===== config.mk =====
export PLATFORM = sky130hd
export DESIGN_NAME = ctlreg_i2c_slave
export DESIGN_NICKNAME = d
export VERILOG_FILES = /design/src/rtl/ctlreg_pkg.sv /design/src/rtl/i2c_pin_sync.sv /design/src/rtl/i2c_byte_fsm.sv /design/src/rtl/ctlreg_bank.sv /design/src/rtl/ctlreg_i2c_slave.sv
export SDC_FILE = /design/constraint.sdc
export NUM_CORES = 1
export LEC_CHECK = 0
export BUFFER_PORTS_ARGS = -buffer_cell sky130_fd_sc_hd__buf_2
export CAP_MARGIN = 20
export CELL_PAD_IN_SITES_DETAIL_PLACEMENT = 1
export CELL_PAD_IN_SITES_GLOBAL_PLACEMENT = 1
export CORE_MARGIN = 2
export CORE_UTILIZATION = 25
export DETAILED_ROUTE_END_ITERATION = 10
export HOLD_SLACK_MARGIN = 0.1
export MAX_ROUTING_LAYER = met4
export PLACE_DENSITY_LB_ADDON = 0.1
export SETUP_SLACK_MARGIN = 0.2
export SLEW_MARGIN = 20
export SYNTH_ARGS = -nofsm -noshare
export SYNTH_HDL_FRONTEND = slang
export SYNTH_HIERARCHICAL = 1
export SYNTH_SLANG_ARGS = --single-unit
export TNS_END_PERCENT = 100

===== constraint.sdc =====
create_clock -name clk -period 2.3 [get_ports clk]
set_input_delay 0.115 -clock clk [delete_from_list [all_inputs] [get_ports clk]]
set_output_delay 0.115 -clock clk [all_outputs]
set_load 0.02 [all_outputs]

===== src/rtl/ctlreg_pkg.sv =====
package ctlreg_pkg;

    localparam int BYTE_W = 8;

    typedef enum logic [2:0] {
        ST_IDLE,
        ST_ADDR,
        ST_ADDR_ACK,
        ST_DATA,
        ST_DATA_ACK,
        ST_IGNORE
    } bus_state_t;

    typedef struct packed {
        logic [2:0] coarse;
        logic [2:0] fine;
    } atten_t;

    typedef struct packed {
        logic [2:0] gain;
        logic [1:0] line;
    } insel_t;

    typedef struct packed {
        logic dac_pd;
        logic rch_pd;
        logic lch_pd;
        logic off_prep;
        logic ref_pulldown;
    } power_t;

    typedef struct packed {
        logic       se_mode;
        logic       mix_l;
        logic       mix_r;
        logic [1:0] fmt;
    } outmode_t;

    localparam atten_t   ATTEN_RST = '{coarse: 3'b111, fine: 3'b111};
    localparam insel_t   INSEL_RST = '{gain: 3'b000, line: 2'b00};
    localparam power_t   POWER_RST = '{dac_pd: 1'b1, rch_pd: 1'b1, lch_pd: 1'b1,
                                       off_prep: 1'b0, ref_pulldown: 1'b1};
    localparam outmode_t MODE_RST  = '{se_mode: 1'b0, mix_l: 1'b0, mix_r: 1'b0, fmt: 2'b00};

endpackage


===== src/rtl/i2c_pin_sync.sv =====
module i2c_pin_sync #(
    parameter int STAGES = 2
) (
    input  logic clk,
    input  logic rst_n,
    input  logic scl_i,
    input  logic sda_i,
    output logic sda_s,
    output logic scl_rise,
    output logic scl_fall,
    output logic start_det,
    output logic stop_det
);
    localparam int LAST = STAGES - 1;

    logic [STAGES-1:0] scl_q, sda_q;
    logic              scl_d, sda_d;
    logic              scl_now;

    always_ff @(posedge clk or negedge rst_n) begin
        if (!rst_n) begin
            scl_q <= '1;
            sda_q <= '1;
            scl_d <= 1'b1;
            sda_d <= 1'b1;
        end else begin
            scl_q <= {scl_q[STAGES-2:0], scl_i};
            sda_q <= {sda_q[STAGES-2:0], sda_i};
            scl_d <= scl_q[LAST];
            sda_d <= sda_q[LAST];
        end
    end

    assign scl_now   = scl_q[LAST];
    assign sda_s     = sda_q[LAST];
    assign scl_rise  = scl_now & ~scl_d;
    assign scl_fall  = ~scl_now & scl_d;
    assign start_det = scl_now & scl_d & sda_d & ~sda_s;
    assign stop_det  = scl_now & scl_d & ~sda_d & sda_s;

endmodule


===== src/rtl/i2c_byte_fsm.sv =====
module i2c_byte_fsm
    import ctlreg_pkg::*;
#(
    parameter int unsigned DEV_ADDR = 'h44
) (
    input  logic              clk,
    input  logic              rst_n,
    input  logic              sda_s,
    input  logic              scl_rise,
    input  logic              scl_fall,
    input  logic              start_det,
    input  logic              stop_det,
    output logic              ack_drive,
    output logic              wr_stb,
    output logic [BYTE_W-1:0] wr_byte
);
    localparam int                CNT_W   = $clog2(BYTE_W + 1);
    localparam logic [CNT_W-1:0]  FULL    = CNT_W'(BYTE_W);
    localparam logic [BYTE_W-1:0] ADDR_WR = BYTE_W'(DEV_ADDR << 1);

    bus_state_t        state, state_nx;
    logic [CNT_W-1:0]  bit_cnt;
    logic [BYTE_W-1:0] shreg;
    logic              byte_done;

    assign byte_done = scl_fall && (bit_cnt == FULL);

    // next-state decision
    always_comb begin
        state_nx = state;
        if (start_det) begin
            state_nx = ST_ADDR;
        end else if (stop_det) begin
            state_nx = ST_IDLE;
        end else begin
            unique case (state)
                ST_IDLE, ST_IGNORE: state_nx = state;
                ST_ADDR: if (byte_done)
                             state_nx = (shreg == ADDR_WR) ? ST_ADDR_ACK : ST_IGNORE;
                ST_DATA: if (byte_done) state_nx = ST_DATA_ACK;
                ST_ADDR_ACK, ST_DATA_ACK: if (scl_fall) state_nx = ST_DATA;
                default: state_nx = ST_IDLE;
            endcase
        end
    end

    // state register
    always_ff @(posedge clk or negedge rst_n) begin
        if (!rst_n) state <= ST_IDLE;
        else        state <= state_nx;
    end

    // bit framing datapath
    always_ff @(posedge clk or negedge rst_n) begin
        if (!rst_n) begin
            bit_cnt <= '0;
            shreg   <= '0;
        end else if (start_det || stop_det || byte_done) begin
            bit_cnt <= '0;
        end else if ((state == ST_ADDR || state == ST_DATA) && scl_rise && bit_cnt != FULL) begin
            shreg   <= {shreg[BYTE_W-2:0], sda_s};
            bit_cnt <= bit_cnt + 1'b1;
        end
    end

    // outputs
    always_comb begin
        ack_drive = (state == ST_ADDR_ACK) || (state == ST_DATA_ACK);
        wr_stb    = (state == ST_DATA_ACK) && scl_rise && !start_det && !stop_det;
        wr_byte   = shreg;
    end

endmodule


===== src/rtl/ctlreg_bank.sv =====
module ctlreg_bank
    import ctlreg_pkg::*;
(
    input  logic              clk,
    input  logic              rst_n,
    input  logic              wr_stb,
    input  logic [BYTE_W-1:0] wr_byte,
    output atten_t            att_l,
    output atten_t            att_r,
    output insel_t            insel_l,
    output insel_t            insel_r,
    output power_t            power,
    output outmode_t          mode
);
    for (genvar ch = 0; ch < 2; ch++) begin : g_ch
        atten_t att_q;
        insel_t sel_q;

        always_ff @(posedge clk or negedge rst_n) begin
            if (!rst_n) begin
                att_q <= ATTEN_RST;
                sel_q <= INSEL_RST;
            end else if (wr_stb) begin
                if (wr_byte[7:6] == {1'b0, 1'(ch)})
                    att_q <= atten_t'(wr_byte[5:0]);
                if (wr_byte[7:5] == {2'b10, 1'(ch)})
                    sel_q <= insel_t'(wr_byte[4:0]);
            end
        end
    end

    assign att_l   = g_ch[0].att_q;
    assign att_r   = g_ch[1].att_q;
    assign insel_l = g_ch[0].sel_q;
    assign insel_r = g_ch[1].sel_q;

    always_ff @(posedge clk or negedge rst_n) begin
        if (!rst_n) begin
            power <= POWER_RST;
            mode  <= MODE_RST;
        end else if (wr_stb) begin
            unique case (wr_byte[7:5])
                3'b110:  power <= power_t'(wr_byte[4:0]);
                3'b111:  mode  <= outmode_t'(wr_byte[4:0]);
                default: ;
            endcase
        end
    end

endmodule


===== src/rtl/ctlreg_i2c_slave.sv =====
module ctlreg_i2c_slave
    import ctlreg_pkg::*;
#(
    parameter int unsigned DEV_ADDR    = 'h44,
    parameter int          SYNC_STAGES = 2
) (
    input  logic       clk,
    input  logic       rst_n,
    input  logic       scl_i,
    input  logic       sda_i,
    output logic       sda_drive_low,
    output logic [2:0] att_l_coarse,
    output logic [2:0] att_l_fine,
    output logic [2:0] att_r_coarse,
    output logic [2:0] att_r_fine,
    output logic [2:0] gain_l,
    output logic [1:0] line_l,
    output logic [2:0] gain_r,
    output logic [1:0] line_r,
    output logic       dac_pd,
    output logic       rch_pd,
    output logic       lch_pd,
    output logic       off_prep,
    output logic       ref_pulldown,
    output logic       se_mode,
    output logic       mix_l,
    output logic       mix_r,
    output logic [1:0] audio_fmt
);
    logic              sda_s, scl_rise, scl_fall, start_det, stop_det;
    logic              wr_stb;
    logic [BYTE_W-1:0] wr_byte;
    atten_t            att_l, att_r;
    insel_t            insel_l, insel_r;
    power_t            power;
    outmode_t          mode;

    i2c_pin_sync #(.STAGES(SYNC_STAGES)) sync_i (
        .clk(clk), .rst_n(rst_n), .scl_i(scl_i), .sda_i(sda_i),
        .sda_s(sda_s), .scl_rise(scl_rise), .scl_fall(scl_fall),
        .start_det(start_det), .stop_det(stop_det)
    );

    i2c_byte_fsm #(.DEV_ADDR(DEV_ADDR)) fsm_i (
        .clk(clk), .rst_n(rst_n), .sda_s(sda_s),
        .scl_rise(scl_rise), .scl_fall(scl_fall),
        .start_det(start_det), .stop_det(stop_det),
        .ack_drive(sda_drive_low), .wr_stb(wr_stb), .wr_byte(wr_byte)
    );

    ctlreg_bank bank_i (
        .clk(clk), .rst_n(rst_n), .wr_stb(wr_stb), .wr_byte(wr_byte),
        .att_l(att_l), .att_r(att_r), .insel_l(insel_l), .insel_r(insel_r),
        .power(power), .mode(mode)
    );

    assign att_l_coarse = att_l.coarse;
    assign att_l_fine   = att_l.fine;
    assign att_r_coarse = att_r.coarse;
    assign att_r_fine   = att_r.fine;
    assign gain_l       = insel_l.gain;
    assign line_l       = insel_l.line;
    assign gain_r       = insel_r.gain;
    assign line_r       = insel_r.line;
    assign dac_pd       = power.dac_pd;
    assign rch_pd       = power.rch_pd;
    assign lch_pd       = power.lch_pd;
    assign off_prep     = power.off_prep;
    assign ref_pulldown = power.ref_pulldown;
    assign se_mode      = mode.se_mode;
    assign mix_l        = mode.mix_l;
    assign mix_r        = mode.mix_r;
    assign audio_fmt    = mode.fmt;

endmodule


Yosys cells after proc, flatten, opt, wreduce, memory -nomap -nowiden:

Cells that the tools add are included.

* bits in registers: 53
* output and inout port bits: 33
* logic and storage cells: 88

* $add $sub $neg: 1
* equal/unequal tests: 17
* mux-type cells: 9
* bitwise logic cells: 12
* reductions and logical operators: 25

Operator list (number)
* $eq 3x3->1 const B: 6
* $mux 3: 6
* $reduce_and 2->1: 7
* $ne 4x1->1 const B: 3
* $pmux 3 s4: 1
* $eq 8x8->1 const B: 1
* $mux 4: 2
* $and 1x1->1: 7
* $eq 3x2->1 const B: 2
* $logic_and 1x1->1: 6
* $not 1->1: 5
* $add 4x1->4 const B: 1
* $eq 4x4->1 const B: 1
* $logic_or 1x1->1: 4
* $ne 4x4->1 const B: 1
* $reduce_and 4->1: 1
* $reduce_or 2->1: 2
* $eq 3x1->1 const B: 1
* $logic_not 3->1: 1
* $ne 3x1->1 const B: 1
* $eq 2x1->1 const B: 1
* $logic_not 1->1: 2
* $logic_not 2->1: 1
* $reduce_bool 2->1: 1

Logic depth before layout (Yosys ltp):

Gate-level depths: netlist (run 1).

* depth in word-level cells: 7
* gate-level depth with buffers: 6

By module:

The synthesis (run 1) kept the hierarchy.

By module, submodules not included
* ctlreg_bank: instances 1, cells each 70, area an instance 1251.2 um^2, seq. area each 820.8 um^2
* i2c_byte_fsm: instances 1, cells each 71, area an instance 798.3 um^2, seq. area each 375.4 um^2
* i2c_pin_sync: instances 1, cells each 10, area an instance 190.2 um^2, seq. area each 157.7 um^2

Worst setup path before layout (run 1):

No wires, ideal clock.

* path type: flip-flop to flip-flop
* start: register sync_i.sda_q[1]
* end: register bank_i.g_ch[0].att_q, in the netlist bank_i/att_l[0]
* arrival time: 1.917 ns
* data required time: 2.218 ns
* slack: 0.301 ns
* cell stages (with the launch flop): 6
* clock period less this slack: 1.999 ns
* cells stage by stage: dfstp_2 -> and4b_1 -> nor2_1 -> and4bb_2 -> nor3b_4 -> mux2_2

* cells in the longest elaborated chain, start to end: 6

RTL lines
* from (decl): RTL line i2c_pin_sync.sv:16 `logic [STAGES-1:0] scl_q, sda_q;`
* from (signal assigned): RTL line i2c_pin_sync.sv:28 `sda_q <= {sda_q[STAGES-2:0], sda_i};`
* $not 1->1: RTL line i2c_pin_sync.sv:38 `assign start_det = scl_now & scl_d & sda_d & ~sda_s;`
* $and 1x1->1: RTL line i2c_pin_sync.sv:38
* via start_det: RTL line ctlreg_i2c_slave.sv:30 `logic sda_s, scl_rise, scl_fall, start_det, stop_det;`
* $logic_not 1->1: RTL line i2c_byte_fsm.sv:69 `wr_stb = (state == ST_DATA_ACK) && scl_rise && !start_det && !stop_det;`
* $logic_and 1x1->1 (2 in series): RTL line i2c_byte_fsm.sv:69
* via wr_stb: RTL line ctlreg_i2c_slave.sv:31 `logic wr_stb;`
* $reduce_and 2->1 (no source line)
* to (signal assigned): RTL line ctlreg_bank.sv:25 `att_q <= atten_t'(wr_byte[5:0]);`
* to (decl): RTL line ctlreg_bank.sv:16 `atten_t att_q;`

The timed path passes the listed nets, and every way through them passes these cells.
A chain may end at the register's enable or synchronous reset.

Worst setup path after layout (run 1):

Ends and elaborated chain as after synthesis.

==> results of run 1 <==
[layout by cell type (no fill, tap or decap), types with 2 or more instances in the layout]
cell type / n
nor2_1: 6
o21a_1: 2
and4b_1: 3
dfrtp_1: 31
clkbuf_8: 6
nor2b_1: 2
xor2_1: 2
buf_2: 36
buf_4: 10
nand4b_1: 2
nand2b_1: 2
dfstp_2: 22
a21oi_1: 2
nand2_1: 3
a31oi_1: 2
nor4b_1: 2
inv_1: 5
nor3_1: 2
o31ai_1: 2
nand4_1: 3
dlygate4sd3_1: 3
mux2_2: 40
ha_1: 2
[sequential cells by signal, summed over array words and instances (netlist names), 3 cells and up]
signal / count
fsm_i/wr_byte: 8
bank_i/att_r: 6
bank_i/insel_l: 5
fsm_i/state: 3
bank_i/mode: 5
bank_i/power: 5
bank_i/att_l: 6
bank_i/insel_r: 5
fsm_i/bit_cnt: 4
[layout make-up]
type	instances	area [um2]
clock buffer	6	82.6
clock inverter	2	13.8
fill	928	5940
inverter	5	18.8
multi-input combinational	93	867
sequential	53	1350
tap	108	135
timing repair buffer	50	305
[metrics by stage]
| stage | hold slack [ns] | cells |
|---|---|---|
| CTS | 0.369 | 314 |
| finish | 0.367 | 317 |
| floorplan | -0.181 | 151 |
| global placement | 0.224 | 303 |
| detailed placement | 0.222 | 303 |
| global route | 0.374 | 317 |
[worst max-delay path by stage]
stage | endpoint | slack (ns) | start
final | bank_i/att_l[0] | 0.28 | sync_i/sda_q[1]
after global placement | bank_i/att_l[4] | 0.32 | sync_i/sda_q[1]
after detailed placement | bank_i/att_l[0] | 0.24 | sync_i/sda_q[1]
after global routing | bank_i/att_l[0] | 0.20 | sync_i/sda_q[1]
after floorplan | bank_i/att_l[0] | 0.30 | sync_i/sda_q[1]
after CTS | bank_i/att_l[0] | 0.23 | sync_i/sda_q[1]
[timing repair]
action                                  in CTS  in global routing
endpoints found under the setup margin       0                  8
resized for setup                            0                  0
hold buffers                                 3                  0
hold endpoints to repair                    33                  0
buffers inserted                             0                  3
[kinds of logic (layout without fill, tap and decap cells)]
| kind of cell | count (synthesis) | count (layout) | share of synthesized area [%] |
|---|---|---|---|
| DFF | 53 | 53 | 60.4 |
| AOI/OAI and AO/OA | 13 | 13 | 4.02 |
| xor gates and xnor gates | 2 | 2 | 0.782 |
| adders and majority gates | 3 | 3 | 1.56 |
| and+or+nand+nor | 35 | 35 | 12.2 |
| buffers and inverters | 5 | 63 | 0.838 |
| muxes | 40 | 40 | 20.1 |
[routing by layer]
| metal | up-vias | global-route usage [%] | wire (um) |
|---|---|---|---|
| met5 | - | - | 0 |
| met4 | 0 | 3.48 | 72 |
| met3 | 5 | 2.41 | 139 |
| met2 | 22 | 20.3 | 2760 |
| met1 | 764 | 14.8 | 2370 |
| li1 | 665 | - | - |
[power by group]
part | switching, uW | internal (uW) | total (uW)
clock | 309 | 245 | 553
combinational | 114 | 153 | 267
sequential | 222 | 1030 | 1250
[worst reg2reg max path: stages, from the launching register on]
cell and delay, ns:
dfstp_2 0.56, and4b_1 0.20, nor2_1 0.14, and4bb_2 0.34
nor3b_4 0.20, buf_4 0.17, mux2_2 0.35
==> run metrics, run 1 <==
status=finished, final reports clean; Post-synth EDFFs=0; Final nets=about 210; Seq/Total Area, Yosys=between 60 and 70%; final hold violation count=0; Root Driver=clkbuf_8; Yosys top cell area share=around 35%; largest cells by area after synthesis=dfrtp_1 35%, dfstp_2 26%, mux2_2 20%; hold path depth=0; crit path launch type=flip-flop; die width=approximately 100 um; Worst-path clk slew=0.09 ns; Layout Utilization=31.8%; DRC Markers=0; first-pass GRT wire length=8.84 mm; Syn. warnings=6; WHS Endpoint=sync_i/scl_q[1]; RD Place Congestion=roughly 0.73; crit share post-route=87.7%; f_max=496 MHz; RSZ-0062 raised after global routing=no; CTS Sinks=53; pwr dens=between 700 and 800 nW/um2; GR Overflow Total=0; Num CTS Buffers=5; cell taking the most area after synthesis=dfrtp_1; Post-Synthesis Cells=151; die height=roughly 99 um; fin worst setup slack=between 0.2 and 0.3 ns; dpl cell area=~2600 um2; Initial Utilization=25.7%; Power Total=2070 uW; routed length per placed instance=between 15 and 20 um; Max stage delay on crit path=0.56 ns; worst skew pair latency=around 0.30 ns; most common cell in the netlist=mux2_2; gr usage total=12.1%; io pins=37; htree depth=2; worst slew pin tran=0.946 ns; antenna violations before repair=0; most common library cells after synthesis=40 x mux2_2, 31 x dfrtp_1, 22 x dfstp_2; standard-cell rows=34; reg2reg end=bank_i/att_l[0]; final slew viol count=0; setup tns final=0 ns; critical path class=flip-flop to flip-flop; Layout Skew=0.00589 ns; R2R Setup Slk=between 0.2 and 0.3 ns; Main synth FF type=dfrtp_1; CTS max path bufs=2; worst reg2reg startpoint=sync_i/sda_q[1]; hold path start=sync_i/scl_q[0]; worst slew slack as a fraction of its limit=a little under two fifths; WP data arrival=2.25 ns; min cycle time layout=2.02 ns; Final setup viols=0; core area=between 8000 and 9000 um2; Synth cell types=35; Post-Syn Nets=157; WP depth=6; Final Cell Area=2780 um2; initial drt markers=46; dpl ws=0.242 ns; Bufs and invs on worst path=1; Top delay family on crit path=simple AND/OR/NAND/NOR gates; pin count of the biggest net entering global routing=41; Die ar.=9730 um2; synthesized flop and latch total=53; max-cap violations=0; slowest CP cell=dfstp_2; CP max FO=6; reg2reg path depth=6; Vias/cell=4.59; Hold Crit Class=flip-flop to flip-flop; CTS tree=yes; Critical Path Sink Type=flip-flop; Via Count=between 1,000 and 1,500; cell area after synthesis=2240 um2; vias in the first global route=~1,600; syn avg cell area=14.8 um2; crit path cell chain=and4b_1, nor2_1, and4bb_2, nor3b_4, buf_4, mux2_2; n_diodes=0; P_leak=between 0.001 and 0.0015 uW; Routed Wire Length=5.34 mm; # port buffers=36; Async S/R FF share, synth=between 90% and 100%; 1st-pass router iterations=4; Max VDD drop=0.252 mV; fraction of layout cells with a size suffix above 1=roughly three fifths; final antenna-violating net count=0; area delta synth->final=24.0%; WP data required=around 2.5 ns; hpwl dp=roughly 3.7 mm
Note: power is estimated with default switching activity, not from simulation.
==> run 2, diff against run 1 <==
--- a/config.mk
+++ b/config.mk
@@ -10,7 +10,8 @@
 export CELL_PAD_IN_SITES_DETAIL_PLACEMENT = 1
 export CELL_PAD_IN_SITES_GLOBAL_PLACEMENT = 1
 export CORE_MARGIN = 2
-export CORE_UTILIZATION = 25
+export CORE_UTILIZATION = 34
+export CTS_CLUSTER_DIAMETER = 200
 export DETAILED_ROUTE_END_ITERATION = 10
 export HOLD_SLACK_MARGIN = 0.1
 export MAX_ROUTING_LAYER = met4
==> run 2 against run 1 <==
Effect of this change: clock power down 6.0%; sequential cell count did not move; register-to-register slack better by 0.02 ns; core utilization increased by 11 points; sequential share of layout area increased by 0.94 points; maximum frequency is 0.91% higher; clock skew rose by 0.00092 ns; non-clock buffer count down 1; critical path depth is 1 lower; total power decreased by 1.9%; setup slack improved by 0.018 ns; global-route usage is 3.1 points higher; largest cell class unchanged.
==> run metrics, run 2 (synthesis gave the netlist of run 1 again) <==
status=finished, final reports clean; dpl ws=0.169 ns (-0.0734 ns); CTS tree=yes; max-cap violations=0 (unchanged); Multi-input gate area=878 um2 (+1.3%); DRC Markers=0 (unchanged); final-layout fill cell count=664 (-28%); Layout Skew=0.00680 ns (+0.000917 ns); Critical Path Sink Type=flip-flop; f_max=500 MHz (+0.91%); RD Place Congestion=0.756 (+3.9%); Setup crit start=sync_i/sda_q[1]; WP data arrival=2.24 ns (about the same); Worst-path clk slew=0.10 ns (about the same); final hold violation count=0 (unchanged); final antenna-violating net count=0 (unchanged); htree depth=2 (unchanged); worst slew slack as a fraction of its limit=41.0% (+4.1 points); Initial Utilization=35.3% (+9.6 points); Max stage delay on crit path=0.55 ns (about the same); Root Driver=clkbuf_8; n_diodes=0 (unchanged); R2R Setup Slk=0.30 ns (+0.02 ns); Power Total=2030 uW (-1.9%); Die ar.=7250 um2 (-25%); min cycle time layout=2.00 ns (-0.0181 ns); reg2reg end=bank_i/att_l[5]; hpwl dp=3.52 mm (-6.0%); gr usage total=15.2% (+3.1 points); crit path launch type=flip-flop; CTS Sinks=53 (unchanged); routed length per placed instance=17.4 um (+3.5%); Largest register FFs=8 (unchanged); core area=6350 um2 (-27%); final slew viol count=0 (unchanged); die width=85.2 um (-14%); antenna violations before repair=0 (unchanged); CP max FO=6 (unchanged); Max VDD drop=0.290 mV (+15%); # port buffers=36 (unchanged); setup tns final=0 ns (unchanged); Vias/cell=5.04 (+9.8%); Layout Utilization=42.9% (+11 points); CTS max path bufs=2 (unchanged); area delta synth->final=21.6%; CP Capture Point=bank_i/att_l[5]; Reg area=1350 um2 (unchanged); io pins=37 (unchanged); RSZ-0062 raised after global routing=yes; fraction of layout cells with a size suffix above 1=59.1% (-0.20 points); crit share post-route=87.0% (-0.79 points); GR Overflow Total=0 (unchanged); commonest non-fill, non-tap cell in the layout=mux2_2; first-pass GRT wire length=8.21 mm (-7.1%); 1st-pass router iterations=4 (unchanged); fin worst setup slack=0.300 ns (+0.0181 ns); Routed Wire Length=4.97 mm (-6.9%); WP data required=2.54 ns (about the same); crit path cell chain=and4b_1, nor2_4, and4bb_4, nor3b_4, mux2_2; die height=85.2 um (-14%); worst slew pin tran=0.885 ns (-0.0609 ns); worst reg2reg startpoint=sync_i/sda_q[1]; Via Count=1,437 (-1.3%); pin count of the biggest net entering global routing=41 (unchanged); slowest CP cell=dfstp_2; Final setup viols=0 (unchanged); most frequent cells in the layout=40 x mux2_2, 36 x buf_2, 31 x dfrtp_1, 22 x dfstp_2, 9 x buf_4; P_leak=0.00130 uW (-1.2%); reg2reg path depth=5 (-1); pwr dens=746 nW/um2 (about the same); vias in the first global route=1,570 (-4.3%); critical path class=flip-flop to flip-flop; standard-cell rows=29 (-15%); Hold Crit Class=flip-flop to flip-flop; worst skew pair latency=0.31 ns (about the same); Num CTS Buffers=5 (unchanged); initial drt markers=37 (-20%); Final nets=213 (-0.47%)
[run 2: cell types whose count changed in the layout (fill, tap and decap cells not counted), sizes merged]
cell	delta
buf	-1
clkinv	-2
clkinvlp	+2
[run 2: worst max-delay path: cells and delay by family, from the launching register on]
family | cells | cell delay (ns)
AND/OR/NAND/NOR | 4 | 1.01
multiplexers | 1 | 0.38
flip-flops | 1 | 0.55
[run 2: power by group]
part | switching [uW] | leakage (uW) | internal [uW]
clock network | 305 | 0.0000374 | 215
logic | 116 | 0.000615 | 147
registers | 221 | 0.000648 | 1030
[run 2: worst min path at each step]
stage,cells after the start,startpoint,to
finish,0,sync_i/scl_q[0],sync_i/scl_q[1]
global route,0,sync_i/scl_q[0],sync_i/scl_q[1]
CTS,0,sync_i/scl_q[0],sync_i/scl_q[1]
detailed placement,1,sda_i,sync_i/sda_q[0]
global placement,1,scl_i,sync_i/scl_q[0]
floorplan,0,rst_n,bank_i/insel_l[0]
[run 2: layout make-up]
cell class              count  share of cell area [%]
repair buffers             49                    10.6
inverters                   5                   0.689
clock inverters             2                   0.551
well taps                  77                    3.54
flip-flops and latches     53                    49.7
multi-input cells          93                    32.2
clock buffers               6                    2.66
[run 2: repair_timing]
action | CTS | global route
endpoints found under the setup margin | 7 | 21
resized for setup | 1 | 3
endpoints found under the hold margin | 33 | 0
hold buffers | 3 | 0
buffers inserted | 1 | 2
pin swaps | 1 | 1
[run 2: routing by layer]
metal  share of wire, %  wire [um]  track usage (%)
met5                  0          0                -
met4                1.2         61             3.90
met1                 44       2170             18.6
met2                 52       2600             25.6
met3                2.7        135             3.21
[run 2: stage by stage]
stage | cells | hold slack (ns) | area [um2]
floorplan | 151 | -0.181 | 2240
global placement | 271 | 0.223 | 2570
detailed placement | 271 | 0.223 | 2570
CTS | 283 | 0.363 | 2700
global route | 285 | 0.367 | 2720
finish | 285 | 0.363 | 2720
